$ cat src/rtl/wave_seq_pkg.sv
package wave_seq_pkg;

  localparam int ENTRY_W  = 8;
  localparam int CODE_W   = 4;
  localparam int COUNT_W  = 7;
  localparam int MAX_SH   = 9;
  localparam int WAIT_W   = COUNT_W + MAX_SH;
  localparam logic [CODE_W-1:0] CODE_INF = '1;

  typedef enum logic [1:0] {
    ST_IDLE,
    ST_RUN,
    ST_WAIT
  } seqState_t;

  typedef struct packed {
    logic slotClr;
    logic slotInc;
    logic repClr;
    logic repInc;
    logic mainClr;
    logic mainInc;
    logic waitLoad;
    logic waitDec;
    logic play;
  } seqCtrl_t;

  typedef struct packed {
    logic atEnd;
    logic isWait;
    logic waitZero;
    logic slotMore;
    logic mainMore;
    logic waitLast;
  } seqStat_t;

endpackage

$ cat src/rtl/wave_seq_ctrl.sv
module wave_seq_ctrl
  import wave_seq_pkg::*;
(
  input  logic     clk,
  input  logic     rstN,
  input  logic     go,
  input  logic     stop,
  input  logic     sampleTick,
  input  seqStat_t stat,
  output seqCtrl_t ctrl,
  output logic     busy,
  output logic     done
);

  seqState_t state, nextState;
  logic doneSet;

  always_comb begin
    ctrl      = '0;
    nextState = state;
    doneSet   = 1'b0;
    unique case (state)
      ST_IDLE: begin
        if (go) begin
          ctrl.slotClr = 1'b1;
          ctrl.repClr  = 1'b1;
          ctrl.mainClr = 1'b1;
          nextState    = ST_RUN;
        end
      end
      ST_RUN: begin
        if (sampleTick) begin
          if (stop) begin
            nextState = ST_IDLE;
          end else if (stat.atEnd) begin
            if (stat.mainMore) begin
              ctrl.mainInc = 1'b1;
              ctrl.slotClr = 1'b1;
              ctrl.repClr  = 1'b1;
            end else begin
              nextState = ST_IDLE;
              doneSet   = 1'b1;
            end
          end else if (stat.isWait) begin
            if (stat.waitZero) begin
              ctrl.slotInc = 1'b1;
              ctrl.repClr  = 1'b1;
            end else begin
              ctrl.waitLoad = 1'b1;
              nextState     = ST_WAIT;
            end
          end else begin
            ctrl.play = 1'b1;
            if (stat.slotMore) begin
              ctrl.repInc = 1'b1;
            end else begin
              ctrl.repClr  = 1'b1;
              ctrl.slotInc = 1'b1;
            end
          end
        end
      end
      ST_WAIT: begin
        if (sampleTick) begin
          if (stop) begin
            nextState = ST_IDLE;
          end else if (stat.waitLast) begin
            ctrl.slotInc = 1'b1;
            ctrl.repClr  = 1'b1;
            nextState    = ST_RUN;
          end else begin
            ctrl.waitDec = 1'b1;
          end
        end
      end
      default: nextState = ST_IDLE;
    endcase
  end

  always_ff @(posedge clk) begin
    if (!rstN) begin
      state <= ST_IDLE;
      done  <= 1'b0;
    end else begin
      state <= nextState;
      done  <= doneSet;
    end
  end

  assign busy = (state != ST_IDLE);

endmodule

$ cat src/rtl/wave_seq_dp.sv
module wave_seq_dp
  import wave_seq_pkg::*;
#(
  parameter int NUM_SLOTS = 8,
  parameter int IDX_W     = $clog2(NUM_SLOTS)
) (
  input  logic                          clk,
  input  logic                          rstN,
  input  logic [NUM_SLOTS*ENTRY_W-1:0]  seqEntries,
  input  logic [NUM_SLOTS*CODE_W-1:0]   loopCodes,
  input  logic [CODE_W-1:0]             mainLoop,
  input  logic [1:0]                    waitUnit,
  input  seqCtrl_t                      ctrl,
  output seqStat_t                      stat,
  output logic                          playStrobe,
  output logic [COUNT_W-1:0]            playWave,
  output logic [IDX_W-1:0]              playSlot
);

  localparam int PTR_W = IDX_W + 1;

  logic [PTR_W-1:0]   slotPtr;
  logic [CODE_W-1:0]  repCnt;
  logic [CODE_W-1:0]  mainCnt;
  logic [WAIT_W-1:0]  waitRem;

  logic [ENTRY_W-1:0] entryArr [NUM_SLOTS];
  logic [CODE_W-1:0]  codeArr  [NUM_SLOTS];

  for (genvar g = 0; g < NUM_SLOTS; g++) begin : g_slot
    assign entryArr[g] = seqEntries[g*ENTRY_W +: ENTRY_W];
    assign codeArr[g]  = loopCodes[(g/2)*8 + (((g%2) == 0) ? 4 : 0) +: CODE_W];
  end

  logic [IDX_W-1:0]   slotIdx;
  logic               pastEnd;
  logic [ENTRY_W-1:0] curEntry;
  logic [CODE_W-1:0]  curCode;
  logic [3:0]         shiftAmt;
  logic [WAIT_W-1:0]  waitTicks;

  assign slotIdx   = slotPtr[IDX_W-1:0];
  assign pastEnd   = (slotPtr == PTR_W'(NUM_SLOTS));
  assign curEntry  = entryArr[slotIdx];
  assign curCode   = codeArr[slotIdx];
  assign shiftAmt  = 4'(waitUnit) * 4'd3;
  assign waitTicks = WAIT_W'(curEntry[COUNT_W-1:0]) << shiftAmt;

  assign stat.atEnd    = pastEnd || (curEntry == '0);
  assign stat.isWait   = curEntry[ENTRY_W-1];
  assign stat.waitZero = (curEntry[COUNT_W-1:0] == '0);
  assign stat.slotMore = (curCode == CODE_INF) || (repCnt < curCode);
  assign stat.mainMore = (mainLoop == CODE_INF) || (mainCnt < mainLoop);
  assign stat.waitLast = (waitRem == WAIT_W'(1));

  always_ff @(posedge clk) begin
    if (!rstN) begin
      slotPtr    <= '0;
      repCnt     <= '0;
      mainCnt    <= '0;
      waitRem    <= '0;
      playStrobe <= 1'b0;
      playWave   <= '0;
      playSlot   <= '0;
    end else begin
      if (ctrl.slotClr)      slotPtr <= '0;
      else if (ctrl.slotInc) slotPtr <= slotPtr + PTR_W'(1);

      if (ctrl.repClr)                          repCnt <= '0;
      else if (ctrl.repInc && repCnt != '1)     repCnt <= repCnt + CODE_W'(1);

      if (ctrl.mainClr)                         mainCnt <= '0;
      else if (ctrl.mainInc && mainCnt != '1)   mainCnt <= mainCnt + CODE_W'(1);

      if (ctrl.waitLoad)     waitRem <= waitTicks;
      else if (ctrl.waitDec) waitRem <= waitRem - WAIT_W'(1);

      playStrobe <= ctrl.play;
      if (ctrl.play) begin
        playWave <= curEntry[COUNT_W-1:0];
        playSlot <= slotIdx;
      end
    end
  end

endmodule

$ cat src/rtl/wave_seq_loop.sv
module wave_seq_loop
  import wave_seq_pkg::*;
#(
  parameter int NUM_SLOTS = 8,
  parameter int IDX_W     = $clog2(NUM_SLOTS)
) (
  input  logic                         clk,
  input  logic                         rstN,
  input  logic                         go,
  input  logic                         stop,
  input  logic                         sampleTick,
  input  logic [NUM_SLOTS*8-1:0]       seqEntries,
  input  logic [NUM_SLOTS*4-1:0]       loopCodes,
  input  logic [3:0]                   mainLoop,
  input  logic [1:0]                   waitUnit,
  output logic                         busy,
  output logic                         playStrobe,
  output logic [6:0]                   playWave,
  output logic [IDX_W-1:0]             playSlot,
  output logic                         done
);

  seqCtrl_t ctrl;
  seqStat_t stat;

  wave_seq_ctrl u_ctrl (
    .clk        (clk),
    .rstN       (rstN),
    .go         (go),
    .stop       (stop),
    .sampleTick (sampleTick),
    .stat       (stat),
    .ctrl       (ctrl),
    .busy       (busy),
    .done       (done)
  );

  wave_seq_dp #(
    .NUM_SLOTS (NUM_SLOTS),
    .IDX_W     (IDX_W)
  ) u_dp (
    .clk        (clk),
    .rstN       (rstN),
    .seqEntries (seqEntries),
    .loopCodes  (loopCodes),
    .mainLoop   (mainLoop),
    .waitUnit   (waitUnit),
    .ctrl       (ctrl),
    .stat       (stat),
    .playStrobe (playStrobe),
    .playWave   (playWave),
    .playSlot   (playSlot)
  );

endmodule

$ cat config.mk
export PLATFORM = sky130hd
export DESIGN_NAME = wave_seq_loop
export DESIGN_NICKNAME = d
export VERILOG_FILES = /design/src/rtl/wave_seq_pkg.sv /design/src/rtl/wave_seq_ctrl.sv /design/src/rtl/wave_seq_dp.sv /design/src/rtl/wave_seq_loop.sv
export SDC_FILE = /design/constraint.sdc
export NUM_CORES = 1
export LEC_CHECK = 0
export BUFFER_PORTS_ARGS = -buffer_cell sky130_fd_sc_hd__buf_2
export CORE_MARGIN = 2
export CORE_UTILIZATION = 57
export CTS_CLUSTER_SIZE = 25
export DETAILED_ROUTE_END_ITERATION = 6
export PLACE_DENSITY = 0.95
export SLEW_MARGIN = 20
export SYNTH_ARGS = -nofsm -noshare
export SYNTH_HDL_FRONTEND = slang
export SYNTH_SLANG_ARGS = --single-unit
$ cat constraint.sdc
create_clock -name clk -period 4.7 [get_ports clk]
set_input_delay 0.705 -clock clk [delete_from_list [all_inputs] [get_ports clk]]
set_output_delay 0.705 -clock clk [all_outputs]
set_load 0.05 [all_outputs]
==> summary.txt <==
Pwr
  • Leak Pwr: around 0.0020 µW
  • Peak supply drop: 0.132 mV
  • Power Density: 222 mW/mm²

Global routing
  • Antenna violations before repair: 0
  • Overall track demand over capacity in global routing: roughly 30%
  • Total congestion overflow: 0
  • Number of global-route vias before repair: 4031
  • First-pass GRT wire length: roughly 18000 µm
  • Largest net degree at the start of global routing: 34

Clocking
  • # H-tree levels: 2
  • Clock Latency Late Sink: between 0.3 and 0.4 ns
  • Post-CTS Setup Bufs: 0
  • Count of instances resized after the clock tree is built: 0
  • CTS Root Buffer Type: clkbuf_8
  • Count of clock tree sinks: 42
  • Clock tree from TritonCTS: built
  • Inserted Clock Buffers: 5
  • Quantity of hold-fixing buffers added after cts: 0
  • Clock-pin slew on the worst setup and hold paths: 0.10 ns
  • Maximum clock insertion buffer count: 2

Worst hold path
  • Count of cells along the worst hold path: 2
  • Type of the most critical hold path: reg -> reg
  • Launch instance of the worst min-delay path: u_dp.playWave[5]
  • Hold worst-path end: u_dp.playWave[5]

Critical path
  • Kind of cell with the highest combined delay on the critical path: simple AND/OR/NAND/NOR gates
  • Maximum single-stage delay on the critical path: 0.83 ns
  • Path type of the worst setup path: reg -> reg
  • R2R Path End: u_dp.waitRem[5]
  • Worst Path Required: between 4 and 5 ns
  • R2R setup slack: 1.29 ns
  • Critical path, cell by cell: buf_4 -> mux2_2 -> o2111ai_1 -> nand4_4 -> nand3_1 -> nor3_1 -> a32o_1
  • Reg2reg path depth: 7
  • Maximum net fanout on the critical path: 33
  • Kind of end point of the critical path: flop
  • Slowest library cell on the worst path: dfxtp_2
  • Nature of the critical path startpoint: flop
  • Reg-to-reg startpoint: u_dp.slotPtr[2]
  • Data arrival, critical path: 3.62 ns
  • Critical path buffer and inverter count: 1

Logic synthesis
  • Net count after synthesis: slightly below 600
  • Number of enable-type register cells in the synthesized netlist: 0
  • Area contributors post-synth: dfxtp_1 (21%), mux4_2 (16%), mux2i_1 (7.3%)
  • Synth Flop Type: dfxtp_1
  • Number of standard cells after synthesis: around 460
  • Top-count cell post-synth: nor2_1
  • Distinct cells, synth: 63
  • Library cell occupying the most area in the post-synthesis netlist: dfxtp_1
  • Yosys synthesis warning count: 0
  • Cell area after technology mapping: around 0.004 mm²
  • Number of synthesized register bits: 42
  • Async set-reset flop share out of synthesis: 0%
  • Average size of a mapped cell: about 8.8 µm²
  • Portion of synthesized cell area occupied by the leading cell type: 21.0%
  • Cell types with the highest counts after synthesis: nor2_1 (54), dfxtp_1 (42), nand2_1 (38), mux2i_1 (29), mux4_2 (29)
  • Part of the Yosys area used for sequential elements: between 20% and 30%

Floorplanning
  • Initial cell density of the core: between 50% and 60%
  • Chip width: 87.8 µm
  • Num ports: 120
  • Core region area: around 0.0068 mm²
  • Vertical die dimension: around 88 µm
  • Number of core rows: 30
  • Area of the die: between 0.007 and 0.008 mm²

Placement
  • Port Buffer Count: between 100 and 150
  • DP HPWL: a little under 9000 µm
  • Final weighted congestion in routability-driven placement: approximately 1
  • Worst slack after detailed placement: about 1.3 ns
  • Total placed cells including tap cells: 650

Drt
  • Total Wirelength: around 11000 µm
  • Routed Antenna Nets: 0
  • Number of DRC violations after detailed-routing iteration 0: just under 300
  • Ratio of routed vias to standard cells: approximately 6.3
  • Number of remaining DRC errors: 0
  • Drt wl/cell: ~17 µm
  • Detailed-route via count: 4163
  • Number of detailed-route iterations in the first pass: 6

Final layout
  • N_diodes: 0
  • Proportion of layout cells with a drive suffix above 1: about 32%
  • Filler cell count: approximately 500
  • Growth of design area from synthesis to finish: 16.6%
  • Number of cells in the finished layout apart from fillers: about 660
  • Final-stage net count: 686

Timing
  • Slew @ Worst Pin: 0.906 ns
  • Final setup viols: 0
  • Unrepaired setup endpoints after global routing: no
  • Setup TNS: 0 ns
  • Worst setup skew after layout: between 0.01 and 0.015 ns
  • Fmax: slightly below 0.3 GHz
  • Final critical-path share of the clock period: between 70 and 80%
  • Worst max-slew margin expressed relative to the limit: between 30 and 40%
  • Worst-case setup margin in the final layout: ~1.3 ns
  • Max-slew violation total from the final report: 0
  • Count of endpoints failing hold in the final timing report: 0
  • Final min period: between 3 and 4 ns

Job
  • Max-cap viol count: 0

Status
  • Run status: finished clean
## cell usage in the layout, fill, tap and decap left out, types with 15 or more instances in the layout
cell type	Yosys	final
nand3_1	15	15
nand2_1	38	38
dfxtp_1	42	41
ha_1	18	18
mux4_2	29	29
nor2_1	54	54
buf_2	4	119
inv_1	19	19
mux2i_1	29	29
nor3_1	18	18
a21oi_1	27	27
## stage by stage
step                      instance area (µm²)  utilization (%)  hold slack [ns]  power [µW]
after floorplan                          4000                -            0.455         651
after global placement                   4560             67.2            0.444         749
after detailed placement                 4560             67.2            0.454         765
after CTS                                4660             68.6            0.467        1020
after global routing                     4660             68.6            0.490        1080
final                                    4660             68.6            0.464        1040
## worst register-to-register path, stage by stage (launching register included)
cell and delay, ns:
dfxtp_2 0.83, buf_4 0.40, mux2_2 0.37, o2111ai_1 0.33, nand4_4 0.25, nand3_1 0.71, nor3_1 0.15, a32o_1 0.26
## kinds of logic (layout without fill, tap and decap cells)
kind of cell / after synthesis / after routing / share of synthesized area (%)
xor gates and xnor gates: 20 / 20 / 4.38
and+or+nand+nor: 188 / 188 / 24.5
buffers and inverters: 45 / 150 / 6.23
muxes: 62 / 62 / 24.7
DFF: 42 / 42 / 21.0
adders and majority gates: 18 / 18 / 5.63
AOI/OAI and AO/OA: 82 / 82 / 13.5
## where the power goes
part           internal [µW]  switching [µW]
clock network            111             155
logic                    153             222
registers                376            20.1
## worst max path at each step
stage	startpoint	endpoint	slack, ns	cells past startpoint
finish	u_dp.slotPtr[2]	u_dp.waitRem[5]	1.29	7
detailed placement	u_dp.slotPtr[1]	u_dp.slotPtr[2]	1.31	11
global placement	u_dp.slotPtr[1]	u_dp.slotPtr[2]	1.42	11
CTS	u_dp.slotPtr[1]	u_dp.slotPtr[2]	1.28	11
floorplan	loopCodes[29]	u_dp.slotPtr[2]	1.75	11
global route	u_dp.slotPtr[1]	u_dp.waitRem[3]	0.97	8
## state kept, by name (all words and copies together) (netlist names)
| register | cells |
|---|---|
| u_ctrl.done | 1 |
| u_ctrl.state | 2 |
| u_dp.mainCnt | 4 |
| u_dp.playSlot | 3 |
| u_dp.playStrobe | 1 |
| u_dp.playWave | 7 |
| u_dp.repCnt | 4 |
| u_dp.slotPtr | 4 |
| u_dp.waitRem | 16 |
## cell type report
type	instances	area, µm²	area share, %
repair buffers	122	618	13.3
multi-input cells	370	2910	62.4
clock buffers	5	68.8	1.48
flip-flops and latches	42	842	18.1
inverters	20	75.1	1.61
well taps	96	120	2.58
clock inverters	3	28.8	0.617
## layer usage
layer	track usage [%]	vias to the layer above	part of all wire (%)
li1	-	1912	-
met1	36.4	1952	39
met2	51.9	254	49
met3	4.81	45	7.8
met4	13.8	0	4.2
met5	0	-	0
Power figures use the tool's default switching activity.
